[src/rtl/serial_tx_pkg.sv]
package serial_tx_pkg;
    typedef enum logic [2:0] {
        ST_OFF,
        ST_PRE,
        ST_READY,
        ST_FRAME,
        ST_BREAK,
        ST_BSTOP
    } tx_state_e;
endpackage

[src/rtl/serial_tx_hold.sv]
module serial_tx_hold #(
    parameter int DW = 9
) (
    input  logic          clk,
    input  logic          rst_n,
    input  logic          wr_en,
    input  logic [DW-1:0] wr_data,
    input  logic          tc_clr,
    input  logic          brk_req,
    input  logic          load,
    input  logic          frame_done,
    input  logic          brk_done,
    output logic [DW-1:0] hold_q,
    output logic          txe,
    output logic          tc,
    output logic          brk_pend,
    output logic          wr_ovr
);
    logic wr_acc;
    assign wr_acc = wr_en && txe;

    always_ff @(posedge clk or negedge rst_n) begin
        if (!rst_n) begin
            hold_q   <= '0;
            txe      <= 1'b1;
            tc       <= 1'b1;
            brk_pend <= 1'b0;
            wr_ovr   <= 1'b0;
        end else begin
            if (wr_acc) begin
                hold_q <= wr_data;
                txe    <= 1'b0;
            end else if (load) begin
                txe    <= 1'b1;
            end
            if (wr_acc || tc_clr)
                tc <= 1'b0;
            else if (frame_done && txe)
                tc <= 1'b1;
            if (brk_req)
                brk_pend <= 1'b1;
            else if (brk_done)
                brk_pend <= 1'b0;
            if (wr_en && !txe)
                wr_ovr <= 1'b1;
        end
    end

    assert_write_clears_empty_R4: assert property (@(posedge clk) disable iff (!rst_n)
        wr_acc |=> !txe);
    assert_load_frees_holding_R4: assert property (@(posedge clk) disable iff (!rst_n)
        load |=> txe);
    assert_break_request_pends_R8: assert property (@(posedge clk) disable iff (!rst_n)
        brk_req |=> brk_pend);
    assert_overrun_sticky_R9: assert property (@(posedge clk) disable iff (!rst_n)
        wr_ovr |=> wr_ovr);
endmodule

[src/rtl/serial_tx_seq.sv]
module serial_tx_seq
    import serial_tx_pkg::*;
#(
    parameter int DW = 9
) (
    input  logic          clk,
    input  logic          rst_n,
    input  logic          baud_tick,
    input  logic          tx_en,
    input  logic          word9,
    input  logic          hold_empty,
    input  logic [DW-1:0] hold_q,
    input  logic          brk_pend,
    output logic          load,
    output logic          frame_done,
    output logic          brk_done,
    output logic          txd
);
    localparam int FW = DW + 2;
    localparam int CW = $clog2(FW + 1);

    tx_state_e       state, nxt, disp;
    logic [CW-1:0]   cnt;
    logic [CW-1:0]   nbits;
    logic [FW-1:0]   shreg;
    logic [FW-1:0]   load_vec;
    logic            at_last;
    logic            disp_load;

    assign nbits    = word9 ? CW'(FW) : CW'(FW - 1);
    assign at_last  = (cnt == nbits - 1'b1);
    assign load_vec = word9 ? {1'b1, hold_q, 1'b0}
                            : {2'b11, hold_q[DW-2:0], 1'b0};

    always_comb begin
        disp_load = 1'b0;
        if (!tx_en)
            disp = ST_OFF;
        else if (brk_pend)
            disp = ST_BREAK;
        else if (!hold_empty) begin
            disp      = ST_FRAME;
            disp_load = 1'b1;
        end else
            disp = ST_READY;
    end

    always_comb begin
        nxt        = state;
        load       = 1'b0;
        frame_done = 1'b0;
        brk_done   = 1'b0;
        if (baud_tick) begin
            unique case (state)
                ST_OFF:   if (tx_en) nxt = ST_PRE;
                ST_PRE:   if (at_last) begin
                              nxt  = disp;
                              load = disp_load;
                          end
                ST_READY: begin
                              nxt  = disp;
                              load = disp_load;
                          end
                ST_FRAME: if (at_last) begin
                              frame_done = 1'b1;
                              nxt        = disp;
                              load       = disp_load;
                          end
                ST_BREAK: if (at_last) begin
                              nxt      = ST_BSTOP;
                              brk_done = 1'b1;
                          end
                ST_BSTOP: if (cnt == CW'(1)) begin
                              nxt  = disp;
                              load = disp_load;
                          end
                default:  nxt = ST_OFF;
            endcase
        end
    end

    always_ff @(posedge clk or negedge rst_n) begin
        if (!rst_n)
            state <= ST_OFF;
        else
            state <= nxt;
    end

    always_ff @(posedge clk or negedge rst_n) begin
        if (!rst_n) begin
            cnt   <= '0;
            shreg <= '1;
        end else if (baud_tick) begin
            if (nxt != state || load)
                cnt <= '0;
            else
                cnt <= cnt + 1'b1;
            if (load)
                shreg <= load_vec;
            else if (state == ST_FRAME)
                shreg <= {1'b1, shreg[FW-1:1]};
        end
    end

    always_comb begin
        unique case (state)
            ST_FRAME: txd = shreg[0];
            ST_BREAK: txd = 1'b0;
            default:  txd = 1'b1;
        endcase
    end

    assert_load_needs_word_R4: assert property (@(posedge clk) disable iff (!rst_n)
        load |-> !hold_empty);
    assert_back_to_back_R5: assert property (@(posedge clk) disable iff (!rst_n)
        (frame_done && tx_en && !brk_pend && !hold_empty) |-> load);
    assert_break_tail_high_R7: assert property (@(posedge clk) disable iff (!rst_n)
        brk_done |=> txd);
    assert_break_first_R10: assert property (@(posedge clk) disable iff (!rst_n)
        (frame_done && tx_en && brk_pend) |-> !load);
endmodule

[src/rtl/serial_tx_core.sv]
module serial_tx_core #(
    parameter int DW = 9
) (
    input  logic          clk,
    input  logic          rst_n,
    input  logic          baud_tick,
    input  logic          tx_en,
    input  logic          word9,
    input  logic          wr_en,
    input  logic [DW-1:0] wr_data,
    input  logic          tc_clr,
    input  logic          brk_req,
    output logic          txd,
    output logic          txe,
    output logic          tc,
    output logic          brk_pend,
    output logic          wr_ovr
);
    logic [DW-1:0] hold_q;
    logic          load, frame_done, brk_done;

    serial_tx_hold #(.DW(DW)) u_hold (
        .clk        (clk),
        .rst_n      (rst_n),
        .wr_en      (wr_en),
        .wr_data    (wr_data),
        .tc_clr     (tc_clr),
        .brk_req    (brk_req),
        .load       (load),
        .frame_done (frame_done),
        .brk_done   (brk_done),
        .hold_q     (hold_q),
        .txe        (txe),
        .tc         (tc),
        .brk_pend   (brk_pend),
        .wr_ovr     (wr_ovr)
    );

    serial_tx_seq #(.DW(DW)) u_seq (
        .clk        (clk),
        .rst_n      (rst_n),
        .baud_tick  (baud_tick),
        .tx_en      (tx_en),
        .word9      (word9),
        .hold_empty (txe),
        .hold_q     (hold_q),
        .brk_pend   (brk_pend),
        .load       (load),
        .frame_done (frame_done),
        .brk_done   (brk_done),
        .txd        (txd)
    );
endmodule

[config.mk]
export PLATFORM = sky130hd
export DESIGN_NAME = serial_tx_core
export DESIGN_NICKNAME = d
export VERILOG_FILES = /design/src/rtl/serial_tx_pkg.sv /design/src/rtl/serial_tx_hold.sv /design/src/rtl/serial_tx_seq.sv /design/src/rtl/serial_tx_core.sv
export SDC_FILE = /design/constraint.sdc
export NUM_CORES = 1
export LEC_CHECK = 0
export ABC_CLOCK_PERIOD_IN_PS = 4500
export BUFFER_PORTS_ARGS = -buffer_cell sky130_fd_sc_hd__buf_2
export CAP_MARGIN = 20
export CORE_ASPECT_RATIO = 1.2
export CORE_MARGIN = 3
export CORE_UTILIZATION = 50
export CTS_CLUSTER_DIAMETER = 150
export DETAILED_ROUTE_END_ITERATION = 12
export GPL_TIMING_DRIVEN = 0
export PLACE_DENSITY = 0.8
export SLEW_MARGIN = 10
export SYNTH_ARGS = -nofsm -noshare
export SYNTH_HDL_FRONTEND = slang
export SYNTH_SLANG_ARGS = --single-unit
[constraint.sdc]
create_clock -name clk -period 4.5 [get_ports clk]
set_clock_uncertainty 0.2 [all_clocks]
set_input_delay 0 -clock clk [delete_from_list [all_inputs] [get_ports clk]]
set_output_delay 0 -clock clk [all_outputs]
set_load 0.02 [all_outputs]
Word-level counts from Yosys, hierarchy flattened
Cells that the tools add are included.
Storage, ports and cells
  register bits: 31
  latch bits: 0
  memory bits (writable): 0
  bits in read-only memories: 0
  bits of input ports: 17
  output and inout port bits: 5
  word-level logic and storage cells: 64
  memories kept: 0
Operators by class
  add/subtract/negate cells: 2
  $mul: 0
  divide/modulo/power cells: 0
  magnitude comparators: 0
  equality and inequality tests: 8
  shift operators: 0
  mux-type cells: 33
  bitwise gates (word level): 0
  reductions and logical operators: 13
Operators with widths (count)
  $mux W11: 2
  $mux W3: 7
  $mux W1: 19
  $pmux W3 S5: 1
  $mux W10: 1
  $reduce_bool A2 Y1: 4
  $eq A3 B2 Y1 const B: 2
  $eq A3 B3 Y1 const B: 2
  $add A4 B1 Y4 const B: 1
  $eq A4 B1 Y1 const B: 1
  $eq A4 B4 Y1: 1
  $mux W4: 1
  $sub A4 B1 Y4 const B: 1
  $eq A3 B1 Y1 const B: 1
  $logic_and A1 B1 Y1: 3
  $logic_not A3 Y1: 1
  $ne A3 B3 Y1: 1
  $pmux W1 S3: 1
  $logic_or A1 B1 Y1: 2
  $pmux W1 S2: 1
  $reduce_and A2 Y1: 1
  $reduce_or A2 Y1: 1
  $logic_not A1 Y1: 1

Depth between registers and ports, before layout
  depth after elaboration: 9
  gate-level depth with buffers: 9
  depth with buffers taken out: 7

By module
A second synthesis with hierarchy kept.
Unflattened totals
  cells, all modules: 145
  area total of the unflattened synthesis: 1695.4 um2
Modules (own cells, without submodules)
  serial_tx_seq: instances 1, cells each 114, area each 1208.7 um2, seq. area each 437.9 um2
  serial_tx_hold: instances 1, cells each 31, area each 486.7 um2, seq. area each 327.8 um2

Worst setup path before layout
OpenSTA, ideal clock, no wires.
  path kind: register to register
  from: register u_seq.cnt[1]
  to: register u_seq.cnt[1]
  library setup time: 0.095 ns
  data arrival time: 1.790 ns
  data required time: 4.205 ns
  path slack: 2.415 ns
  cell stages (with the launch flop): 8
  path buffers: 0
  period minus slack after synthesis: 2.085 ns
  path through: dfrtp_1 inv_1 ha_1 nor3b_1 nand4b_1 a31oi_2 or4_4 o32ai_2
On the way
  cells in the longest elaborated chain, start to end: 7
  elaborated cells between the ends (all ways): 15
  those cells by class: add/sub: 1; eq/ne: 3; mux: 10; reduce/logical: 1
Ends and longest elaborated chain
  start: declaration: line serial_tx_seq.sv:23  | logic [CW-1:0] cnt;
  start signal: assignment: line serial_tx_seq.sv:97  | cnt <= cnt + 1'b1;
  $eq A4 B1 Y1 / $eq A4 B4 Y1 (equally long branches): line serial_tx_seq.sv:73, serial_tx_seq.sv:31
  $mux W3 (on tied branches)
  $pmux W3 S5: line serial_tx_seq.sv:54  | unique case (state)
  $mux W3: line serial_tx_seq.sv:53  | if (baud_tick) begin
  $ne A3 B3 Y1: line serial_tx_seq.sv:94  | if (nxt != state || load)
  $logic_or A1 B1 Y1: line serial_tx_seq.sv:94
  $mux W4 (*): line serial_tx_seq.sv:94
Every way passes the cells marked *; elsewhere a longest branch is shown, timed or not.
A chain may end at the register's enable or synchronous reset.

Worst setup path in the final report
  from: register u_seq.cnt[1]
  to: register u_seq.shreg[9]
On the way
  cells in the longest elaborated chain, start to end: 6
  elaborated cells between the ends (all ways): 9
  those cells by class: eq/ne: 2; mux: 5; reduce/logical: 2
Ends and longest elaborated chain
  $eq A4 B1 Y1 / $eq A4 B4 Y1 (equally long branches): line serial_tx_seq.sv:73, serial_tx_seq.sv:31
  $mux W1 (on tied branches): line serial_tx_seq.sv:73, serial_tx_seq.sv:56, serial_tx_seq.sv:64
  $pmux W1 S3 (*): line serial_tx_seq.sv:54
  $mux W1 (*): line serial_tx_seq.sv:53
  $reduce_bool A2 Y1 (no source line)
  $reduce_and A2 Y1 (no source line)
  end signal: assignment: line serial_tx_seq.sv:99  | shreg <= load_vec;
  end signal: assignment: line serial_tx_seq.sv:101  | shreg <= {1'b1, shreg[FW-1:1]};
  end: declaration: line serial_tx_seq.sv:25  | logic [FW-1:0] shreg;
Marked as above.

==> run_results.csv <==
group,metric,value,unit
status,outcome,"finished, final reports clean",
sta,drv_slew,0,
cts,cts.sinks,30,
layout,num_antenna_cells,0,
sta,fin_hold_ws,0.01513,ns
yosys,synthFlopType,"dfrtp_1",
placed_design,place.gp.congestion,0.8707,
die,io_pins,22,
cts,clkLatencyLatePin,0.32,ns
yosys,synth_edf_count,0,
placed_design,placed_area,0.001856,sq mm
sta,layout_min_cycle_time,2.865,ns
die,die_area,0.004151,sq mm
run,maxCapViolCount,0,
yosys,synth.ff_latch_count,30,
global_route,grt.busiest_layer,"met2",
yosys,synthesis.area,0.001705,sq mm
routing,drtPass1Iterations,4,
pwr,power,908.2,uW
global_route,grt_usage,0.1948,
die,core_area,0.003166,sq mm
yosys,yosysSeqAreaShare,0.4490,
cts,cts_setup_buffers,0,
die,die_h,69.98,um
worst_hold_path,hp-class,"in2async",
sta,fmax,349.1,MHz
routing,wl_per_cell,14.80,um
sta,setup_viol,0,
yosys,netlist.area_leader.share,0.2641,
sta,rsz0062_at_grt,"no",
global_route,grt_pass1_vias,1439,
routing,viasPerCell,5.863,
die,start_util,0.5387,
critical_path,crit_type,"reg2reg",
sta,fin_crit_sh,0.6366,
global_route,grt_max_degree,31,
layout,design_area,0.002096,sq mm
layout,drive_gt1_frac,0.2958,
yosys,ys_types,48,
global_route,grt_pass1_wl,6.272,mm
routing,drt_iter0_drc,65,
routing,routed-via-count,1460,
placed_design,dp_cells,223,
sta,maxSlewHeadroom,0.5830,
routing,wirelength,3.685,mm
yosys,ys_top_cells_by_area,"dfrtp_1 26%, dfstp_2 18%, mux2_2 5.9%, mux2i_1 4.7%, nand2_1 4.0%",
yosys,syn_nets,185,
critical_path,cp-start-kind,"register",
global_route,use_met3,0.04621,
die,rows,22,
sta,final-hold-violation-count,0,
critical_path,crit_path_max_fanout,10,
critical_path,crit_path_end_kind,"register",
layout,fin_cells,249,
global_route,grt_util_met1,0.2288,
cts,cts_tree,"done",
layout,fin_util,0.6621,
sta,setup_ws,1.635,ns
cts,cts_root_buf,"clkbuf_4",
cts,clk_path_buf_depth,2,
sta,fin_tns_setup,0,ns
pwr,power.density,433.3,mW/mm^2
critical_path,worstPathRequired,4.55,ns
placed_design,pre_cts_ws,2.015,ns
sta,worstMarginPinSlew,0.6255,ns
routing,drcViolationCount,0,
global_route,antenna_found_initial,0,
yosys,yosys.area.top_type,"dfrtp_1",
global_route,use_met2,0.3196,
cts,cts_buffers,5,
global_route,grt_overflow,0,
cts,htree_levels,2,
yosys,async_reset_ff_frac,1.000,
pwr,total_leakage_power,0.9279,nW
critical_path,arrival,2.92,ns
cts,clk_pin_slew_worst_paths,0.09,ns
pwr,ir_drop,0.2835,mV
placed_design,dpl.hpwl,2.541,mm
yosys,syn_area_per_cell,10.27,sq um
layout,fin_nets,231,
die,die_w,59.32,um
layout,area_delta_synth_final,22.89,%
routing,ant_nets,0,
placed_design,port_buffers,21,
yosys,yosys_warnings,0,
yosys,syn_inst,166,
worst max-delay path, stage by stage, from the launching register on:
cell and delay [ns]:
dfrtp_1 0.44, inv_1 0.11, ha_1 0.15, nor3b_1 0.50, nand4b_1 0.23, a31oi_2 0.23
buf_2 0.25, a32oi_1 0.12, dlygate4sd3_1 0.57
per-layer routing:
layer  routed length [um]  part of all wire
met1                 1540              0.42
met2                 1856              0.50
met3                  213             0.058
met4                   75             0.020
met5                    0                 0
synthesized netlist by cell type (all sizes together), types with 3 or more instances:
master / count
buf: 5
inv: 7
a21oi: 10
mux2i: 8
o21ai: 12
nand2: 18
nor2: 8
o22ai: 3
dfrtp: 18
mux2: 9
nand2b: 3
nor3b: 8
dfstp: 12
o2111ai: 3
worst paths after layout:
path	startpoint	end	slack, ns	depth (start not counted)
max	u_seq.cnt[1]	u_seq.shreg[9]	1.64	8
min	rst_n	u_hold.hold_q[3]	0.02	2
max reg2reg	u_seq.cnt[1]	u_seq.shreg[9]	1.64	8
min reg2reg	u_hold.wr_ovr	u_hold.wr_ovr	0.29	1
max in group asynchronous	rst_n	u_seq.state[0]	3.68	2
min in group clk	tx_en	u_seq.state[0]	0.05	4
registers in the layout, summed over array words and instances (netlist names):
name,cells
u_hold.hold_q,9
u_seq.state,3
u_hold.brk_pend,1
u_hold.wr_ovr,1
u_hold.txe,1
u_hold.tc,1
u_seq.shreg,10
u_seq.cnt,4
power breakdown:
group	internal [mW]	switching, mW	total, mW
logic	0.160	0.196	0.357
registers	0.343	0.0465	0.390
clock network	0.0756	0.0860	0.162
cells in the final DEF, fill, tap and decap left out, types with 8 or more instances in the layout:
master,n
buf_2,24
nand2_1,18
dlygate4sd3_1,18
dfrtp_1,18
dfstp_2,12
a21oi_1,10
mux2_2,9
nor2_1,8
mux2i_1,8
o21ai_1,8
repair_timing:
action                                 4_1_cts  5_1_grt
hold buffers                                18        0
endpoints found under the hold margin       51        0
gates resized for setup                      0        0
area by class of cell:
class	instances	area, sq um
plain buffers	8	57.56
clock buffers	7	55.05
clock inverters	1	5.005
fillers	252	1070
inverters	7	26.28
multi-input cells	121	855.8
flip-flops and latches	30	765.7
well taps	36	45.04
repair buffers	39	285.3
cell families (layout without fill, tap and decap cells):
logic type / count (synthesis) / in the layout / synth area share
adders and majority gates: 2 / 2 / 0.01467
buffers and inverters: 15 / 62 / 0.04916
and+or+nand+nor: 55 / 55 / 0.1834
muxes: 17 / 17 / 0.1064
DFF: 30 / 30 / 0.4490
AOI/OAI and AO/OA: 47 / 47 / 0.1974
(Power assumes the default switching activity.)
